==> src/rtl/hzc_pkg.sv <==
package hzc_pkg;
    typedef enum logic [3:0] {
        IC_NOP   = 4'd0,
        IC_ALU   = 4'd1,
        IC_MUL   = 4'd2,
        IC_BSH   = 4'd3,
        IC_LOAD  = 4'd4,
        IC_STORE = 4'd5,
        IC_GET   = 4'd6,
        IC_PUT   = 4'd7,
        IC_MFS   = 4'd8,
        IC_MTS   = 4'd9,
        IC_IMM   = 4'd10,
        IC_BCOND = 4'd11,
        IC_BJUMP = 4'd12,
        IC_BLINK = 4'd13,
        IC_RET   = 4'd14
    } iclass_e;

    typedef enum logic [1:0] {
        FS_RF = 2'd0,
        FS_EX = 2'd1,
        FS_MA = 2'd2
    } fsel_e;

    typedef enum logic {
        ST_RUN    = 1'b0,
        ST_SHADOW = 1'b1
    } hz_state_e;

    localparam int NUM_POS = 3;
    localparam int NUM_SRC = 2;
endpackage

==> src/rtl/hzc_classify.sv <==
module hzc_classify
    import hzc_pkg::*;
(
    input  logic [3:0] cls,
    output logic       writes,
    output logic       reads,
    output logic       slow
);
    always_comb begin
        writes = 1'b0;
        reads  = 1'b0;
        slow   = 1'b0;
        case (cls)
            IC_ALU:   begin writes = 1'b1; reads = 1'b1; end
            IC_MUL,
            IC_BSH,
            IC_LOAD:  begin writes = 1'b1; reads = 1'b1; slow = 1'b1; end
            IC_GET,
            IC_MFS:   begin writes = 1'b1; slow = 1'b1; end
            IC_BLINK: begin writes = 1'b1; reads = 1'b1; end
            IC_STORE,
            IC_PUT,
            IC_MTS,
            IC_BCOND,
            IC_BJUMP,
            IC_RET:   reads = 1'b1;
            default:  ;
        endcase
    end
endmodule

==> src/rtl/hzc_operand.sv <==
module hzc_operand
    import hzc_pkg::*;
#(
    parameter int AW = 5
) (
    input  logic          used,
    input  logic [AW-1:0] src,
    input  logic          ex_wr,
    input  logic          ex_slow,
    input  logic [AW-1:0] ex_rd,
    input  logic          ma_wr,
    input  logic          ma_slow,
    input  logic [AW-1:0] ma_rd,
    output logic [1:0]    sel,
    output logic          haz
);
    localparam logic [AW-1:0] ZERO_REG = '0;

    logic hit_ex;
    logic hit_ma;

    assign hit_ex = used && ex_wr && (ex_rd != ZERO_REG) && (ex_rd == src);
    assign hit_ma = used && ma_wr && (ma_rd != ZERO_REG) && (ma_rd == src);

    always_comb begin
        sel = FS_RF;
        haz = 1'b0;
        if (hit_ex) begin
            if (ex_slow) haz = 1'b1;
            else         sel = FS_EX;
        end else if (hit_ma) begin
            if (ma_slow) haz = 1'b1;
            else         sel = FS_MA;
        end
    end
endmodule

==> src/rtl/hzc_hazard_ctrl.sv <==
module hzc_hazard_ctrl
    import hzc_pkg::*;
#(
    parameter int AW = 5
) (
    input  logic          clk,
    input  logic          rst_n,
    input  logic [3:0]    dec_cls,
    input  logic [AW-1:0] dec_ra,
    input  logic [AW-1:0] dec_rb,
    input  logic          dec_b_imm,
    input  logic [3:0]    ex_cls,
    input  logic [AW-1:0] ex_rd,
    input  logic [3:0]    ma_cls,
    input  logic [AW-1:0] ma_rd,
    input  logic          br_taken,
    input  logic          br_delay,
    output logic [1:0]    fwd_a,
    output logic [1:0]    fwd_b,
    output logic          stall_o,
    output logic          wb_block_o,
    output logic          nop_o
);
    hz_state_e state, state_nx;

    logic [3:0]    pos_cls  [NUM_POS];
    logic          pos_wr   [NUM_POS];
    logic          pos_rd   [NUM_POS];
    logic          pos_slow [NUM_POS];
    logic [AW-1:0] src_reg  [NUM_SRC];
    logic          src_used [NUM_SRC];
    logic [1:0]    src_sel  [NUM_SRC];
    logic [NUM_SRC-1:0] src_haz;
    logic          unused_flags;

    assign pos_cls[0] = dec_cls;
    assign pos_cls[1] = ex_cls;
    assign pos_cls[2] = ma_cls;

    generate
        for (genvar p = 0; p < NUM_POS; p++) begin : g_cls
            hzc_classify u_cls (
                .cls    (pos_cls[p]),
                .writes (pos_wr[p]),
                .reads  (pos_rd[p]),
                .slow   (pos_slow[p])
            );
        end
    endgenerate

    assign unused_flags = ^{pos_wr[0], pos_slow[0], pos_rd[1], pos_rd[2]};

    assign src_reg[0]  = dec_ra;
    assign src_reg[1]  = dec_rb;
    assign src_used[0] = pos_rd[0];
    assign src_used[1] = pos_rd[0] && !dec_b_imm;

    generate
        for (genvar s = 0; s < NUM_SRC; s++) begin : g_src
            hzc_operand #(.AW(AW)) u_opr (
                .used    (src_used[s]),
                .src     (src_reg[s]),
                .ex_wr   (pos_wr[1]),
                .ex_slow (pos_slow[1]),
                .ex_rd   (ex_rd),
                .ma_wr   (pos_wr[2]),
                .ma_slow (pos_slow[2]),
                .ma_rd   (ma_rd),
                .sel     (src_sel[s]),
                .haz     (src_haz[s])
            );
        end
    endgenerate

    always_ff @(posedge clk) begin
        if (!rst_n) state <= ST_RUN;
        else        state <= state_nx;
    end

    always_comb begin
        state_nx = state;
        unique case (state)
            ST_RUN:    if (br_taken && !br_delay) state_nx = ST_SHADOW;
            ST_SHADOW: state_nx = ST_RUN;
        endcase
    end

    always_comb begin
        fwd_a      = FS_RF;
        fwd_b      = FS_RF;
        stall_o    = 1'b0;
        wb_block_o = 1'b0;
        nop_o      = 1'b0;
        unique case (state)
            ST_RUN: begin
                stall_o    = |src_haz;
                wb_block_o = |src_haz;
                if (!(|src_haz)) begin
                    fwd_a = src_sel[0];
                    fwd_b = src_sel[1];
                end
            end
            ST_SHADOW: begin
                nop_o      = 1'b1;
                wb_block_o = 1'b1;
            end
        endcase
    end
endmodule

==> config.mk <==
export PLATFORM = sky130hd
export DESIGN_NAME = hzc_hazard_ctrl
export DESIGN_NICKNAME = d
export VERILOG_FILES = /design/src/rtl/hzc_pkg.sv /design/src/rtl/hzc_classify.sv /design/src/rtl/hzc_operand.sv /design/src/rtl/hzc_hazard_ctrl.sv
export SDC_FILE = /design/constraint.sdc
export NUM_CORES = 1
export LEC_CHECK = 0
export ABC_CLOCK_PERIOD_IN_PS = 2360
export BUFFER_PORTS_ARGS = -buffer_cell sky130_fd_sc_hd__buf_2
export CAP_MARGIN = 20
export CORE_MARGIN = 2
export CORE_UTILIZATION = 30
export DETAILED_ROUTE_END_ITERATION = 12
export PLACE_DENSITY = 0.75
export SLEW_MARGIN = 10
export SYNTH_ARGS = -nofsm -noshare
export SYNTH_HDL_FRONTEND = slang
export SYNTH_SLANG_ARGS = --single-unit
==> constraint.sdc <==
create_clock -name clk -period 2.36 [get_ports clk]
set_input_delay 0.118 -clock clk [delete_from_list [all_inputs] [get_ports clk]]
set_output_delay 0.118 -clock clk [all_outputs]
set_load 0.05 [all_outputs]
Word level (Yosys, flattened, before mapping)
Cells that the tools add are included.

Flip-flop bits (word level): 1. Input port bits: 37. Output and inout bits: 7. Word-level logic and storage cells: 81.

Equal/unequal tests: 29. Muxes and demuxes: 26. Bitwise gates (word level): 1. Reduce and logical (&&, ||, !) cells: 24.

Operators with widths (number): $eq A4 B4 Y1 const B (9); $eq A4 B3 Y1 const B (7); $eq A4 B2 Y1 const B (6); $eq A5 B5 Y1 (4); $mux W2 (9); $mux W1 (15); $logic_and A1 B1 Y1 (14); $reduce_or A7 Y1 (2); $eq A4 B1 Y1 const B (3); $reduce_or A11 Y1 (1); $reduce_bool A5 Y1 (2); $reduce_or A5 Y1 (2); $pmux W1 S2 (2); $logic_not A1 Y1 (2); $reduce_or A2 Y1 (1); $not A1 Y1 (1).

Longest topological paths before layout
Gate-level depths: netlist of run 1.

Word-level depth: 12. Mapped depth: 6. Depth with buffers taken out: 6.

Hierarchy
From an unflattened synthesis of run 1, not the netlist that was laid out.

Cells, all modules: 102. Area total of the unflattened synthesis: 763.2 µm².

By module, submodules not included: hzc_operand (times used 2, cells an instance 24, area an instance 182.7 µm², seq. area each 0.0 µm²); hzc_classify (times used 3, cells an instance 15, area an instance 102.6 µm², seq. area each 0.0 µm²); hzc_hazard_ctrl (times used 1, cells an instance 9, area an instance 90.1 µm², seq. area each 20.0 µm²).

Least setup slack after synthesis of run 1
Ideal clock, no wire load.

Path type: flip-flop to output port. From: reg state. To: out fwd_a[1]. Data arrival time: 2.004 ns. Data required time: 2.242 ns. Path slack: 0.238 ns. Stages on the path, launching flop included: 4. Path buffers: 0. Path through: dfxtp_1 > nor3_1 > nand2_1 > nor3b_1.

Cells in the longest elaborated chain, start to end: 1.

Ends and longest elaborated chain: start, declared (line hzc_hazard_ctrl.sv:24) `hz_state_e state, state_nx;`; start signal, assigned (line hzc_hazard_ctrl.sv:77) `else state <= state_nx;`; $mux W2 (line hzc_hazard_ctrl.sv:94) `unique case (state)`; end, declared (line hzc_hazard_ctrl.sv:18) `output logic [1:0] fwd_a,`.

Every way passes these cells.

Final worst setup path of run 1
From: in ex_rd[4]. To: out stall_o.

Cells in the longest elaborated chain, start to end: 6. Elaborated cells between the ends (all ways): 11. Those cells by class: eq/ne (2); mux (3); reduce/logical (6).

Ends and longest elaborated chain: start, declared (line hzc_hazard_ctrl.sv:13) `input logic [AW-1:0] ex_rd,`; $reduce_bool A5 Y1 (line hzc_operand.sv:22) `assign hit_ex = used && ex_wr && (ex_rd != ZERO_REG) && (ex_rd == src);`; $logic_and A1 B1 Y1 (2 in a row) (line hzc_operand.sv:22); $mux W1 (line hzc_operand.sv:28) `if (hit_ex) begin`; $reduce_or A2 Y1 * (line hzc_hazard_ctrl.sv:96) `stall_o = |src_haz;`; $mux W1 * (line hzc_hazard_ctrl.sv:94); end, declared (line hzc_hazard_ctrl.sv:20) `output logic stall_o,`.

Mark *: on every way between the ends. The rest lies on a longest branch, timed or not.

==> results of run 1 <==
## worst max-delay path, cell delays in order
cell and delay, ns:
buf_2 0.12, xnor2_1 0.17, nand4_1 0.12, nor3_1 0.35, nor2_1 0.14, o31ai_1 0.33, a21oi_1 0.12, buf_2 0.22
## area by class of cell
| class | count | area, sq um |
|---|---|---|
| Inverter | 1 | 3.75 |
| Multi-Input combinational cell | 70 | 507 |
| Fill cell | 184 | 922 |
| Timing Repair Buffer | 43 | 215 |
| Tap cell | 17 | 21.3 |
| Sequential cell | 1 | 20.0 |
## final timing paths
check                        start                to
setup / recovery          ex_rd[4]           stall_o
hold / removal            br_delay  state$_SDFF_PP0_
hold reg to reg   state$_SDFF_PP0_  state$_SDFF_PP0_
setup reg to reg  state$_SDFF_PP0_  state$_SDFF_PP0_
## power by group through the flow
stage                     sequential, mW  combinational, mW  clock (mW)
final                             0.0195              0.129           0
after global routing              0.0197              0.142           0
after CTS                         0.0195              0.130           0
after detailed placement          0.0195              0.129           0
after global placement            0.0194              0.125           0
after floorplan                   0.0216             0.0680           0
## layout by cell type, fill, tap and decap left out, types with 2 or more instances in the layout
| cell type | Yosys | layout |
|---|---|---|
| nand3b_1 | 3 | 3 |
| xor2_1 | 7 | 7 |
| buf_2 | 0 | 43 |
| nand3_1 | 2 | 2 |
| nand2_1 | 5 | 5 |
| nand4_1 | 2 | 2 |
| xnor2_1 | 15 | 15 |
| a21oi_1 | 4 | 4 |
| nor3b_1 | 4 | 4 |
| nor3_1 | 6 | 6 |
| nor2_1 | 6 | 6 |
| a2111oi_2 | 2 | 2 |
## synthesized netlist by cell type (2+ instances only)
cell type	n	area [sq um]
xnor2_1	15	131
xor2_1	7	61.3
nor2_1	6	22.5
nor3_1	6	30.0
nand2_1	5	18.8
a21oi_1	4	20.0
nor3b_1	4	30.0
nand3b_1	3	22.5
a2111oi_2	2	30.0
nand3_1	2	10.0
nand4_1	2	12.5
## stage by stage
stage | hold slack (ns) | util [%]
after floorplan | 0.194 | -
after global placement | 0.279 | 45.4
after detailed placement | 0.287 | 45.4
after CTS | 0.287 | 45.4
after global routing | 0.299 | 45.4
final | 0.284 | 45.4
## layer usage
metal / vias up / GRT usage (%)
li1: 357 / -
met1: 286 / 19.8
met2: 28 / 27.8
met3: 0 / 0.392
met4: 0 / 0.571
met5: - / 0
## kinds of logic after synthesis
family | Yosys count
xor gates and xnor gates | 22
and+or+nand+nor | 34
AOI/OAI and AO/OA | 14
DFF | 1
buffers and inverters | 1
==> impl_metrics.tcl, run 1 <==
set metrics [dict create \
    status "complete, no violations" \
    largest_reg_flops 1 \
    vias 671 \
    power_mw 0.149 \
    cts_resized 0 \
    max_cap_viol_count 0 \
    crit_path_end_kind "primary output" \
    nNetsFinal 154 \
    synth_xor_area_share_pct 36.3 \
    irDropWorstVdd_v 0.0000798 \
    leakage_nw 0.334 \
    synth_seq_cells 1 \
    ys_seq_area_share_pct 3.77 \
    drive_gt1_share_pct 42.6 \
    drcViolationCount 0 \
    cp-start-kind "input port" \
    holdBufCountCts 0 \
    grt_overflow_total 0 \
    tightest_slew_ns 0.440 \
    design_area_sq_um 767 \
    syn-cell-area_sq_um 531 \
    diodes 0 \
    synthSimpleGateAreaFrac_pct 36.1 \
    ys.flop_type "dfxtp_1" \
    wire_per_inst_microns 11.8 \
    drt-met1-wl_microns 694 \
    synthMuxAreaShare_pct 0 \
    place_congestion 0.774 \
    ys_warn_count 0 \
    clockPowerShare_pct 0 \
    grt_pass1_wl_mm 2.44 \
    maxSlewViolCount 0 \
    worstPathMaxFanout 3 \
    synthCells 72 \
    seqPwrFrac_pct 13.1 \
    intPower_mw 0.0792 \
    worstSkewPairLatency_ns 0 \
    relSlewSlack_pct 70.3 \
    synth_top_family_by_area "XOR/XNOR gates" \
    ant_nets 0 \
    synth_cell_types 27 \
    core_area_sq_um 1690 \
    clk_pin_slew_worst_paths_ns 0 \
    setup_viol 0 \
    reg_top3 "state x1" \
    start_util_pct 31.4 \
    rows 15 \
    combPwrFrac_pct 86.9 \
    dp.final_hpwl_mm 1.44 \
    cp.required_ns 2.24 \
    setup_slack_ns 0.554 \
    io_pins 44 \
    top_register "state" \
    synth_edf_count 0 \
    powerDensity_nw_per_um2 194 \
    dr_wl_met2_microns 784 \
    period_share_pct 76.5 \
    area_growth_syn_to_layout_pct 44.6 \
    hold_depth 2 \
    synth_adder_area_share_pct 0 \
    drtPass1Iterations 4 \
    arrival_ns 1.69 \
    grt_max_degree 8 \
    grt.total_usage_pct 14.9 \
    p_sw_mw 0.0693 \
    grt_pass1_vias 605 \
    clock_skew_ns 0 \
    layoutNonFillerInstCount 132 \
    post-place-ws_ns 0.579 \
    critPathKind "input port to primary output" \
    antenna_found_initial 0 \
    switching_share_pct 46.7 \
    wl_mm 1.56 \
    cts_setup_buffers 0 \
    placed_area_sq_um 767 \
    async_flop_share_pct 0 \
    timing.fmax_mhz 554 \
    drt_iter0_markers 9 \
    die-height_microns 46.1 \
    wl_met3_microns 80 \
    syn-num-nets 109 \
    dr.max_layer_used "met3" \
    fin_crit_ns 1.81 \
    r2r_cells 1 \
    hold_violations 0 \
    avgViaCountPerCell 5.08 \
    rsz0062_at_grt "no" \
    synth-compound-area-share_pct 23.1 \
    port_buffers 43 \
    dp_cells 132 \
    syn_area_per_cell_sq_um 7.37 \
    tns_ns 0 \
    reg2reg_setup_slack_ns 1.62 \
    fp.dieArea_sq_um 2120 \
    die_w_microns 46.1 \
    worstHoldPathType "input port to register" \
]
(Power assumes the default switching activity.)
==> inputs of run 2 (changes only) <==
Settings changed: ABC_AREA set to 1, ABC_CLOCK_PERIOD_IN_PS 2360 to 1840, PLACE_DENSITY 0.75 to 0.69.
Clock period 2.36 ns to 1.84 ns, I/O delays scaled along.
==> run 2 against run 1 <==
  * Cell count grew 59%
  * Worst setup slack worse by 0.24 ns
  * Via count up 40%
  * Power rose by 53%
  * Register-to-register slack lost 0.35 ns
  * Worst hold slack worse by 0.024 ns
  * First-iteration DRC count grew 56%
  * Global-route usage down 2.9 points
  * Area after synthesis is 42% higher
  * Die area rose by 38%
  * Largest power group unchanged
  * Highest routed layer unchanged
==> impl_metrics.tcl, run 2 <==
set metrics [dict create \
    syn-num-nets 174 \
    critPathKind "input port to primary output" \
    io_pins 44 \
    synthCells 137 \
    setup_slack_ns 0.312 \
    core_area_sq_um 2430 \
    drtPass1Iterations 4 \
    combPwrFrac_pct 89.4 \
    fillers 291 \
    grt_max_degree 6 \
    crit_slowest_cell "buf_2" \
    slowest_delay_ns 0.26 \
    wl_met3_microns 103 \
    cts_resized 0 \
    irDropWorstVdd_v 0.0000947 \
    leakage_nw 0.595 \
    grt.total_usage_pct 12.0 \
    syn-cell-area_sq_um 752 \
    cp-startpoint "ma_rd[1]" \
    switching_share_pct 51.9 \
    wire_per_inst_microns 8.50 \
    synthTopCellsByArea "nand2_1 20%, xnor2_1 13%, inv_1 12%" \
    drt-met1-wl_microns 813 \
    synth_largest_area_cell "nand2_1" \
    syn_area_per_cell_sq_um 5.49 \
    cp.required_ns 1.75 \
    synth_edf_count 0 \
    setup_viol 0 \
    synth_seq_cells 1 \
    maxSlewViolCount 0 \
    layout_commonest_cell "buf_2" \
    cts_setup_buffers 0 \
    ys_seq_area_share_pct 2.66 \
    top_register "state" \
    die_w_microns 54.1 \
    rows 18 \
    clock_skew_ns 0 \
    multiInputGateArea_sq_um 638 \
    worstHoldPathType "input port to register" \
    post-place-ws_ns 0.299 \
    drcViolationCount 0 \
    powerDensity_nw_per_um2 226 \
    ys_warn_count 0 \
    ant_nets 0 \
    drive_gt1_share_pct 33.3 \
    synth_top_area_share_pct 20.0 \
    clockPowerShare_pct 0 \
    reg_top3 "state x1" \
    crit_path_end_kind "primary output" \
    layout_common_cells "43 x buf_2, 40 x nand2_1, 24 x inv_1" \
    wl_mm 1.79 \
    drt_iter0_markers 14 \
    nNetsFinal 219 \
    hold_slack_ns 0.261 \
    synth_top_family_by_area "simple AND/OR/NAND/NOR gates" \
    status "complete, no violations" \
    grt_pass1_vias 709 \
    synthSimpleGateAreaFrac_pct 61.4 \
    synth_adder_area_share_pct 0 \
    timing.fmax_mhz 654 \
    antenna_found_initial 0 \
    synth-compound-area-share_pct 10.6 \
    fp.dieArea_sq_um 2920 \
    synthMuxAreaShare_pct 0 \
    synth_xor_area_share_pct 12.8 \
    area_growth_syn_to_layout_pct 33.6 \
    p_sw_mw 0.118 \
    placed_area_sq_um 1000 \
    arrival_ns 1.44 \
    place_congestion 0.792 \
    async_flop_share_pct 0 \
    dr.max_layer_used "met3" \
    avgViaCountPerCell 4.48 \
    worstPathMaxFanout 4 \
    holdBufCountCts 0 \
    worstSkewPairLatency_ns 0 \
    hold_violations 0 \
    start_util_pct 30.9 \
    port_buffers 43 \
    max_cap_viol_count 0 \
    period_share_pct 83.1 \
    fin_crit_ns 1.53 \
    dp.final_hpwl_mm 1.65 \
    ys.flop_type "dfxtp_1" \
    rsz0062_at_grt "no" \
    synth_cell_types 25 \
    path_cells "buf_2 -> or2_1 -> nor2_1 -> inv_1 -> nand2_1 -> nor2_1 -> nand3_1 -> nand2_1 -> nand2_4 -> nand3_4 -> nor2_2 -> buf_2" \
    diodes 0 \
    die-height_microns 54.1 \
    r2r-start "state$_SDFF_PP0_" \
    yosys-top-cells-count "40 x nand2_1, 24 x inv_1, 12 x nor2_1" \
    largest_reg_flops 1 \
    intPower_mw 0.109 \
    cp-start-kind "input port" \
    synth_most_common_cell "nand2_1" \
    ff_latch_area_sq_um 20.0 \
    vias 940 \
    tns_ns 0 \
    seqPwrFrac_pct 10.6 \
    dr_wl_met2_microns 868 \
    design_area_sq_um 1000 \
    grt_overflow_total 0 \
    tightest_slew_ns 0.268 \
    relSlewSlack_pct 82.1 \
    worstHoldStart "br_delay" \
    clk_pin_slew_worst_paths_ns 0 \
    grt_pass1_wl_mm 2.75 \
]
-- run 2: cell types whose count changed in the layout (fill, tap and decap cells not counted), sizes merged, moves of 3 or more --
| cell | previous run | this run |
|---|---|---|
| nand2 | 5 | 47 |
| nor3b | 4 | 1 |
| nor3 | 6 | 2 |
| nor2 | 7 | 15 |
| xor2 | 7 | 0 |
| inv | 1 | 25 |
| o21ai | 2 | 6 |
| xnor2 | 15 | 11 |
| nand3 | 2 | 14 |
-- run 2: cells by family after synthesis --
family,Yosys count
flip-flops,1
XOR/XNOR,11
AO/OA/AOI/OAI,13
buffers and inverters,25
AND/OR/NAND/NOR,87
-- run 2: worst max-delay path, delay by kind of cell --
| kind | cells | cell delay (ns) |
|---|---|---|
| simple gates | 9 | 0.91 |
| buf+inv | 3 | 0.43 |
-- run 2: cell type report --
cell class | count | area share [%]
tap | 30 | 3.74
timing repair buffer | 43 | 21.4
multi-input combinational | 111 | 63.5
inverter | 25 | 9.34
sequential | 1 | 1.99
-- run 2: through the flow --
stage | total power, mW | util (%) | std cells
6_report | 0.227 | 41.3 | 210
3_3_place_gp | 0.226 | 41.3 | 210
5_1_grt | 0.252 | 41.3 | 210
3_5_place_dp | 0.228 | 41.3 | 210
4_1_cts | 0.229 | 41.3 | 210
2_1_floorplan | 0.155 | - | 137
-- run 2: final timing paths --
path                                          to  slack, ns  depth (start not counted)
worst max-delay path                    fwd_a[1]       0.31                         12
worst min-delay path            state$_SDFF_PP0_       0.26                          2
worst max register to register  state$_SDFF_PP0_       1.27                          1
worst min register to register  state$_SDFF_PP0_       0.48                          1
-- run 2: metal layers --
metal,track usage (%),vias to the layer above
met3,0,0
met4,0,0
met5,0,-
li1,-,515
met1,16.3,399
met2,22.6,26
-- run 2: power groups by stage --
| stage | combinational [mW] | clock, mW | sequential [mW] |
|---|---|---|---|
| detailed placement | 0.204 | 0 | 0.0240 |
| CTS | 0.205 | 0 | 0.0240 |
| global placement | 0.202 | 0 | 0.0240 |
| finish | 0.203 | 0 | 0.0240 |
| floorplan | 0.128 | 0 | 0.0270 |
| global route | 0.227 | 0 | 0.0242 |
